==> config.mk <==
export PLATFORM = sky130hd
export DESIGN_NAME = lsu_endian_port
export DESIGN_NICKNAME = d
export VERILOG_FILES = /design/src/rtl/lsu_pkg.sv /design/src/rtl/lsu_align_chk.sv /design/src/rtl/lsu_store_lane.sv /design/src/rtl/lsu_load_lane.sv /design/src/rtl/lsu_endian_port.sv
export SDC_FILE = /design/constraint.sdc
export NUM_CORES = 1
export LEC_CHECK = 0
export BUFFER_PORTS_ARGS = -buffer_cell sky130_fd_sc_hd__buf_2
export CORE_AREA = 4 4 106 68
export CTS_CLUSTER_DIAMETER = 100
export DETAILED_ROUTE_END_ITERATION = 10
export DIE_AREA = 0 0 110 72
export GPL_TIMING_DRIVEN = 0
export PLACE_DENSITY = 0.82
export SLEW_MARGIN = 20
export SYNTH_ARGS = -nofsm -noshare
export SYNTH_HDL_FRONTEND = slang
export SYNTH_SLANG_ARGS = --single-unit
==> constraint.sdc <==
create_clock -name clk -period 2.3 [get_ports clk]
set_clock_uncertainty 0.2 [all_clocks]
set_input_delay 0.23 -clock clk [delete_from_list [all_inputs] [get_ports clk]]
set_output_delay 0.23 -clock clk [all_outputs]
set_load 0.01 [all_outputs]
==> src/rtl/lsu_pkg.sv <==
package lsu_pkg;

    localparam int LSU_DATA_W = 32;
    localparam int LSU_LANES  = LSU_DATA_W / 8;
    localparam int LSU_OFF_W  = $clog2(LSU_LANES);

    typedef enum logic [1:0] {
        SZ_BYTE = 2'd0,
        SZ_HALF = 2'd1,
        SZ_WORD = 2'd2,
        SZ_BAD  = 2'd3
    } acc_size_e;

    typedef struct packed {
        logic                 zext;
        logic                 big;
        acc_size_e            size;
        logic [LSU_OFF_W-1:0] off;
    } ld_desc_t;

    function automatic logic [LSU_DATA_W-1:0] swap_bytes(input logic [LSU_DATA_W-1:0] w);
        logic [LSU_DATA_W-1:0] r;
        for (int i = 0; i < LSU_LANES; i++) begin
            r[8*i +: 8] = w[8*(LSU_LANES-1-i) +: 8];
        end
        return r;
    endfunction

    function automatic logic [15:0] swap_half(input logic [15:0] h);
        return {h[7:0], h[15:8]};
    endfunction

    function automatic logic [LSU_LANES-1:0] lanes_of(input acc_size_e sz,
                                                      input logic [LSU_OFF_W-1:0] off);
        case (sz)
            SZ_BYTE: return LSU_LANES'(1) << off;
            SZ_HALF: return off[1] ? 4'b1100 : 4'b0011;
            SZ_WORD: return {LSU_LANES{1'b1}};
            default: return '0;
        endcase
    endfunction

endpackage

==> src/rtl/lsu_align_chk.sv <==
module lsu_align_chk
    import lsu_pkg::*;
(
    input  acc_size_e            size,
    input  logic [LSU_OFF_W-1:0] off,
    output logic                 misaligned
);
    always_comb begin
        case (size)
            SZ_BYTE: misaligned = 1'b0;
            SZ_HALF: misaligned = off[0];
            SZ_WORD: misaligned = (off != '0);
            default: misaligned = 1'b1;
        endcase
    end
endmodule

==> src/rtl/lsu_store_lane.sv <==
module lsu_store_lane
    import lsu_pkg::*;
(
    input  logic                  enable,
    input  acc_size_e             size,
    input  logic [LSU_OFF_W-1:0]  off,
    input  logic                  big,
    input  logic [LSU_DATA_W-1:0] data_in,
    output logic [LSU_LANES-1:0]  be,
    output logic [LSU_DATA_W-1:0] lane_data
);
    logic [15:0] half_ord;

    always_comb begin
        half_ord = big ? swap_half(data_in[15:0]) : data_in[15:0];
        case (size)
            SZ_BYTE: lane_data = {LSU_LANES{data_in[7:0]}};
            SZ_HALF: lane_data = {(LSU_LANES/2){half_ord}};
            SZ_WORD: lane_data = big ? swap_bytes(data_in) : data_in;
            default: lane_data = '0;
        endcase
        be = enable ? lanes_of(size, off) : '0;
    end
endmodule

==> src/rtl/lsu_load_lane.sv <==
module lsu_load_lane
    import lsu_pkg::*;
(
    input  ld_desc_t              desc,
    input  logic [LSU_DATA_W-1:0] rdata,
    output logic [LSU_DATA_W-1:0] result
);
    logic [7:0] lane [LSU_LANES];
    logic [7:0]  sel_byte;
    logic [15:0] half_raw;
    logic [15:0] half_ord;
    logic        sgn;

    for (genvar g = 0; g < LSU_LANES; g++) begin : g_lane
        assign lane[g] = rdata[8*g +: 8];
    end

    always_comb begin
        sel_byte = lane[desc.off];
        half_raw = desc.off[1] ? rdata[31:16] : rdata[15:0];
        half_ord = desc.big ? swap_half(half_raw) : half_raw;
        sgn      = 1'b0;
        case (desc.size)
            SZ_BYTE: begin
                sgn    = ~desc.zext & sel_byte[7];
                result = {{(LSU_DATA_W-8){sgn}}, sel_byte};
            end
            SZ_HALF: begin
                sgn    = ~desc.zext & half_ord[15];
                result = {{(LSU_DATA_W-16){sgn}}, half_ord};
            end
            SZ_WORD: result = desc.big ? swap_bytes(rdata) : rdata;
            default: result = '0;
        endcase
    end
endmodule

==> src/rtl/lsu_endian_port.sv <==
module lsu_endian_port
    import lsu_pkg::*;
#(
    parameter int ADDR_W = 32
) (
    input  logic                  clk,
    input  logic                  rst,
    input  logic                  req_valid,
    input  logic                  req_write,
    input  logic [1:0]            req_size,
    input  logic                  req_unsigned,
    input  logic                  req_big_endian,
    input  logic [ADDR_W-1:0]     req_addr,
    input  logic [LSU_DATA_W-1:0] req_wdata,
    output logic                  req_err,
    output logic                  mem_en,
    output logic                  mem_we,
    output logic [LSU_LANES-1:0]  mem_be,
    output logic [ADDR_W-LSU_OFF_W-1:0] mem_addr,
    output logic [LSU_DATA_W-1:0] mem_wdata,
    input  logic [LSU_DATA_W-1:0] mem_rdata,
    output logic                  rsp_valid,
    output logic [LSU_DATA_W-1:0] rsp_data
);
    acc_size_e            size_q;
    logic [LSU_OFF_W-1:0] off;
    logic                 misaligned;
    logic                 go;
    logic                 load_go;
    ld_desc_t             desc_d, desc_q;

    assign size_q = acc_size_e'(req_size);
    assign off    = req_addr[LSU_OFF_W-1:0];

    lsu_align_chk u_chk (
        .size       (size_q),
        .off        (off),
        .misaligned (misaligned)
    );

    assign req_err  = req_valid & misaligned;
    assign go       = req_valid & ~misaligned;
    assign load_go  = go & ~req_write;
    assign mem_en   = go;
    assign mem_we   = go & req_write;
    assign mem_addr = req_addr[ADDR_W-1:LSU_OFF_W];

    lsu_store_lane u_st (
        .enable    (go & req_write),
        .size      (size_q),
        .off       (off),
        .big       (req_big_endian),
        .data_in   (req_wdata),
        .be        (mem_be),
        .lane_data (mem_wdata)
    );

    always_comb begin
        desc_d.zext = req_unsigned;
        desc_d.big  = req_big_endian;
        desc_d.size = size_q;
        desc_d.off  = off;
    end

    always_ff @(posedge clk) begin
        if (rst) begin
            rsp_valid <= 1'b0;
            desc_q    <= '0;
        end else begin
            rsp_valid <= load_go;
            if (load_go) desc_q <= desc_d;
        end
    end

    lsu_load_lane u_ld (
        .desc   (desc_q),
        .rdata  (mem_rdata),
        .result (rsp_data)
    );

    // a flagged request must not reach memory
    assert_err_blocks_R2: assert property (@(posedge clk) disable iff (rst)
        req_err |-> (!mem_en && mem_be == '0));

    // enables only on stores, and in legal lane counts
    assert_be_store_only_R3: assert property (@(posedge clk) disable iff (rst)
        (mem_be != '0) |-> (mem_en && mem_we));

    assert_be_count_R3: assert property (@(posedge clk) disable iff (rst)
        mem_we |-> ($countones(mem_be) == 1 || $countones(mem_be) == 2 ||
                    $countones(mem_be) == 4));

    // a response follows only an accepted read
    assert_rsp_after_load_R10: assert property (@(posedge clk) disable iff (rst)
        rsp_valid |-> $past(mem_en && !mem_we));

    // zero-extended byte result has clear upper bits
    assert_zext_byte_R9: assert property (@(posedge clk) disable iff (rst)
        (rsp_valid && desc_q.zext && desc_q.size == SZ_BYTE) |-> (rsp_data[31:8] == '0));

endmodule

-- After elaboration in Yosys (flattened, before gate mapping)
Cells that the tools add are included.
- bits in registers: 7
- input port bits: 104
- output and inout bits: 102
- logic and storage cells: 38
- $lt $le $gt $ge: 1
- eq/ne operators: 4
- shift operators: 1
- muxes and demuxes: 14
- bitwise logic cells: 10
- reductions and logical operators: 3
- operators by type and width (cell ; count):
    case mux 32 bit (3 select lines) ; 2
    two-way mux 32 bit ; 2
    two-way mux 16 bit ; 3
    binary-select mux 8 bit (select 2 bit) ; 1
    two-way mux 8 bit ; 2
    case mux 4 bit (3 select lines) ; 1
    two-way mux 4 bit ; 2
    bitwise AND 1 bit ; 6
    equality test 2 x 1 -> 1 bit, second input constant ; 2
    equality test 2 bit, second input constant ; 2
    logical NOT 2 bit ; 2
    left shift 1 x 2 -> 4 bit, first input constant ; 1
    >= comparator 3 bit, second input constant ; 1
    NOT 1 bit ; 3
    NOT 2 -> 3 bit ; 1
    case mux 1 bit (3 select lines) ; 1
    nonzero test 2 bit ; 1

-- Longest topological paths before layout
- depth after elaboration: 6
- gate-level depth with buffers: 6
- gate-level depth less buffers: 4

-- Cells and area by module
A second synthesis with hierarchy kept.
- cells, all modules: 315
- area, all modules: 2685.1 um2
- modules (own cells, without submodules) (module ; times used ; cells each ; area an instance (um2) ; sequential area each (um2)):
    lsu_load_lane ; 1 ; 135 ; 1358.8 ; 0.0
    lsu_store_lane ; 1 ; 115 ; 757.0 ; 0.0
    lsu_endian_port ; 1 ; 62 ; 555.5 ; 140.1
    lsu_align_chk ; 1 ; 3 ; 13.8 ; 0.0

-- Least setup slack after synthesis
OpenSTA, ideal clock, no wires.
- path type: register to output
- start point: reg desc_q[1] (netlist bit)
- end point: out rsp_data[13]
- arrival time: 1457 ps
- data required time: 1870 ps
- setup slack: 413 ps
- cell stages (with the launch flop): 6
- buffers on the path: 1
- cells stage by stage: dfxtp_1 > buf_4 > mux2_4 > a2bb2oi_2 > nor2_1 > a311o_1
- longest elaborated chain between the ends: 6
- elaborated cells on any way between the ends: 8
- those cells by class: mux: 6; bitwise: 2
- RTL lines (element ; line ; source):
    start: declaration ; lsu_endian_port.sv:30 ; ld_desc_t desc_d, desc_q;
    start signal: assignment ; lsu_endian_port.sv:71 ; if (load_go) desc_q <= desc_d;
    NOT 2 -> 3 bit (not written as such) ; lsu_load_lane.sv:19 ; sel_byte = lane[desc.off];
    binary-select mux 8 bit (select 2 bit) ; lsu_load_lane.sv:19 ;
    two-way mux 8 bit (not written as such) (2 in series) ; lsu_load_lane.sv:19 ;
    bitwise AND 1 bit ; lsu_load_lane.sv:25 ; sgn = ~desc.zext & sel_byte[7];
    case mux 32 bit (3 select lines) (*) ; lsu_load_lane.sv:23 ; case (desc.size)
    end: declaration ; lsu_endian_port.sv:23 ; output logic [LSU_DATA_W-1:0] rsp_data
Mark *: on every way between the ends. The rest lies on a longest branch, timed or not. The select of a mux whose other input is x is not followed.

-- Worst setup path in the final report
- start point: reg desc_q[3] (netlist bit)
- end point: out rsp_data[23]
- longest elaborated chain between the ends: 2
- elaborated cells on any way between the ends: 4
- those cells by class: eq/ne: 2; mux: 1; reduce/logical: 1
- RTL lines (element ; line):
    equality test 2 bit, or another cell as far along ; lsu_load_lane.sv:23
    case mux 32 bit (3 select lines) (*) ; lsu_load_lane.sv:23
Mark *: on every way between the ends. The rest lies on a longest branch, timed or not.

==> results by group <==
Hold path
  – Hold Path Class: input port to flip-flop
  – Hold Path Depth: 3

Flow run
  – Maxcap violations: 0

Clock network
  – Cts hold-fix bufs: 0
  – Clock Tree Buf Depth: 2
  – Total CTS buffers: 3
  – Number of H-tree levels: 1
  – Num Clock Sinks: 7
  – CTS root buffer: clkbuf_8
  – Worst-Skew Late Latency: 0.23 ns
  – Clock-pin slew on the worst setup and hold paths: 0.04 ns
  – CTS tree: yes

Logic synthesis
  – Mean post-synth cell area: 7.37 um^2
  – Largest cells by area after synthesis: mux2i_1 18%, buf_4 10%, mux4_2 8.3%
  – Main synth FF type: dfxtp_1
  – Yosys top cell area share: 17.7%
  – Post-synth net total: 435
  – Sequential area share after synthesis: 5.75%
  – Synth Cell Area: 2440 um^2
  – Ys async rst share: 0%
  – Area leader, netlist: mux2i_1
  – Yosys warning total: 0
  – Post-synthesis register bit count: 7
  – Yosys cell types: 46
  – Cells after synthesis: 331
  – Post-synth EDFFs: 0

Layout
  – Layout area overhead: 49.4%
  – Most common cell after layout, fill and taps aside: buf_2
  – Filler cells: 597
  – Finished Layout Cells: 604
  – Fin nets: 622
  – Fin util: 57.3%
  – Share of cells above drive strength 1: 53.6%
  – Most frequent cells in the layout: 177 x buf_2, 42 x mux2i_1, 42 x buf_4
  – Antenna cells: 0

Setup path
  – Crit-path max cell delay: 0.38 ns
  – Slowest-stage cell, CP: or3b_4
  – Slack of the worst reg-to-reg path: 0.75 ns
  – Cell count along the critical path: 7
  – RR Endpoint: desc_q[4]
  – Critical Path Source Type: flip-flop
  – CP Launch Point: desc_q[3]
  – Setup Crit Path Kind: flip-flop to output port
  – Origin of the critical flop-to-flop path: desc_q[4]
  – Worst Reg-to-Reg Cells: 5
  – Cell chain of the critical path: buf_6 -> or3b_4 -> a2bb2oi_4 -> a31o_4 -> buf_12 -> o21ai_2 -> buf_2
  – CP max FO: 8
  – Buf+Inv Stages, Crit Path: 3
  – Critical Path RT: 1.87 ns
  – Worst setup endpoint: rsp_data[23]
  – Critical Path AT: 1.87 ns
  – Crit. End Element: output port
  – Crit-path leading delay family: compound AO/OA/AOI/OAI gates

Floorplanning
  – # rows: 23
  – Die ar.: 7920 um^2
  – Die height: 72 um
  – Core Box Area: 6360 um^2
  – DIE WIDTH: 110 um
  – Starting Density: 38.3%
  – I/O pins: 206

Pwr
  – Maximum vdd drop: 0.172 mV
  – Leak: 0.00174 uW
  – PwrDens: 314 nW/um^2

STA
  – Tcrit/Tclk final: 99.9%
  – # setup viols final: 0
  – Final-report hold violation count: 0
  – Fmax: 0.435 GHz
  – Slew @ Worst Pin: 0.627 ns
  – Tmin final: 2.30 ns
  – Max Slew Vio Count: 0
  – RSZ-0062 raised after global routing: true
  – Max-Slew Margin vs Limit: 58.2%

Place
  – Detailed Place HPWL: 8370 um
  – IO buf count: 172
  – Placed Instances: 590
  – GP Congestion: 0.912

Route
  – DRT iter0 DRCs: 360
  – Vias: 3,485
  – DR pass1 iterations: 6
  – Final antenna-violating net count: 0
  – Drt drc: 0
  – Routed WL per cell: 17.8 um
  – Routed wire length: 10,800 um
  – Via density: 5.77

Run status
  – Outcome: finished clean

GRT
  – GRT Total Usage: 24.6%
  – GR peak layer: met2
  – First-pass GRT wire length: 15,800 um
  – M3 GR Usage: 3.82%
  – Grt total ovfl: 0
  – Vias in the first global route: 3,205
  – Met1 usage: 35.0%
  – Pin count of the biggest net entering global routing: 11
  – Initial antenna violation count: 0
  – GR Util met2: 40.1%
[per-stage QoR]
step           total power, uW  worst slack [ns]  hold WS (ns)  cell area, um^2  TNS, ns
2_1_floorplan              583             0.413         0.102             2440        0
3_3_place_gp               883            0.0334         0.279             3410        0
3_5_place_dp               904           -0.0243         0.289             3410  -0.0350
4_1_cts                   1120           0.00300        0.0472             3610        0
5_1_grt                   1210           -0.0507        0.0774             3640   -0.494
6_report                  1140           0.00291        0.0448             3640        0
[state kept, by name, indices dropped and copies added, names as in the netlist]
| signal | cells |
|---|---|
| desc_q | 6 |
| rsp_valid | 1 |
[worst min-delay path: stages]
cell and delay (ns):
buf_2 0.08, mux2i_1 0.06, nor2_1 0.07
[layer usage]
layer | vias up | routed length [um] | share of wire [%]
met5 | - | 0 | 0
met4 | 0 | 64 | 0.59
met3 | 8 | 1080 | 10
met2 | 242 | 5080 | 47
met1 | 1646 | 4560 | 42
li1 | 1589 | - | -
[worst min-delay path by stage]
stage          slack (ns)    startpoint   endpoint
6_report             0.04  req_unsigned  desc_q[5]
5_1_grt              0.08           rst  desc_q[3]
4_1_cts              0.05  req_unsigned  desc_q[5]
3_5_place_dp         0.29  req_unsigned  desc_q[5]
3_3_place_gp         0.28  req_unsigned  desc_q[5]
2_1_floorplan        0.10           rst  desc_q[0]
[power by group]
group	total (uW)	switching, uW	internal [uW]	leakage, uW
Clock	177	57.0	120	0.0000228
Combinational	836	452	384	0.00166
Sequential	129	3.14	126	0.0000582
[cell type report]
cell class	count	area, um^2	share of cell area [%]
buffer	57	398	10.9
clock buffer	4	45.0	1.24
inverter	13	48.8	1.34
multi-input combinational	252	1930	52.9
sequential	7	144	3.95
tap	87	109	2.99
timing repair buffer	184	971	26.6
[Yosys cell counts (3+ instances only)]
cell type / n
nand2b_1: 4
mux4_2: 9
a2bb2oi_1: 7
o21ai_1: 5
o21ai_2: 10
o22ai_1: 16
a22oi_1: 3
buf_4: 33
mux2i_1: 43
nor2_1: 37
o311ai_0: 16
dfxtp_1: 7
clkbuf_1: 15
a311o_1: 3
mux2_2: 4
o221ai_1: 3
a21oi_1: 5
nand2_1: 40
a22o_1: 8
buf_2: 10
o211ai_1: 7
inv_1: 12
o21ai_0: 7
[cell families (layout without fill, tap and decap cells)]
group / count (synthesis) / in the layout / share of synthesized area [%]
AOI/OAI and AO/OA: 98 / 98 / 31.1
buffers and inverters: 72 / 258 / 17.0
xor gates and xnor gates: 2 / 2 / 0.718
and+or+nand+nor: 95 / 95 / 17.0
muxes: 57 / 57 / 28.4
DFF: 7 / 7 / 5.75
[repair_timing]
item | 4_1_cts | 5_1_grt
gates resized for setup | 13 | 23
pin swaps | 2 | 2
buffers inserted | 12 | 0
endpoints found under the setup margin | 26 | 56
cloned | 1 | 0
No activity file was read; power rests on OpenSTA's default activity.
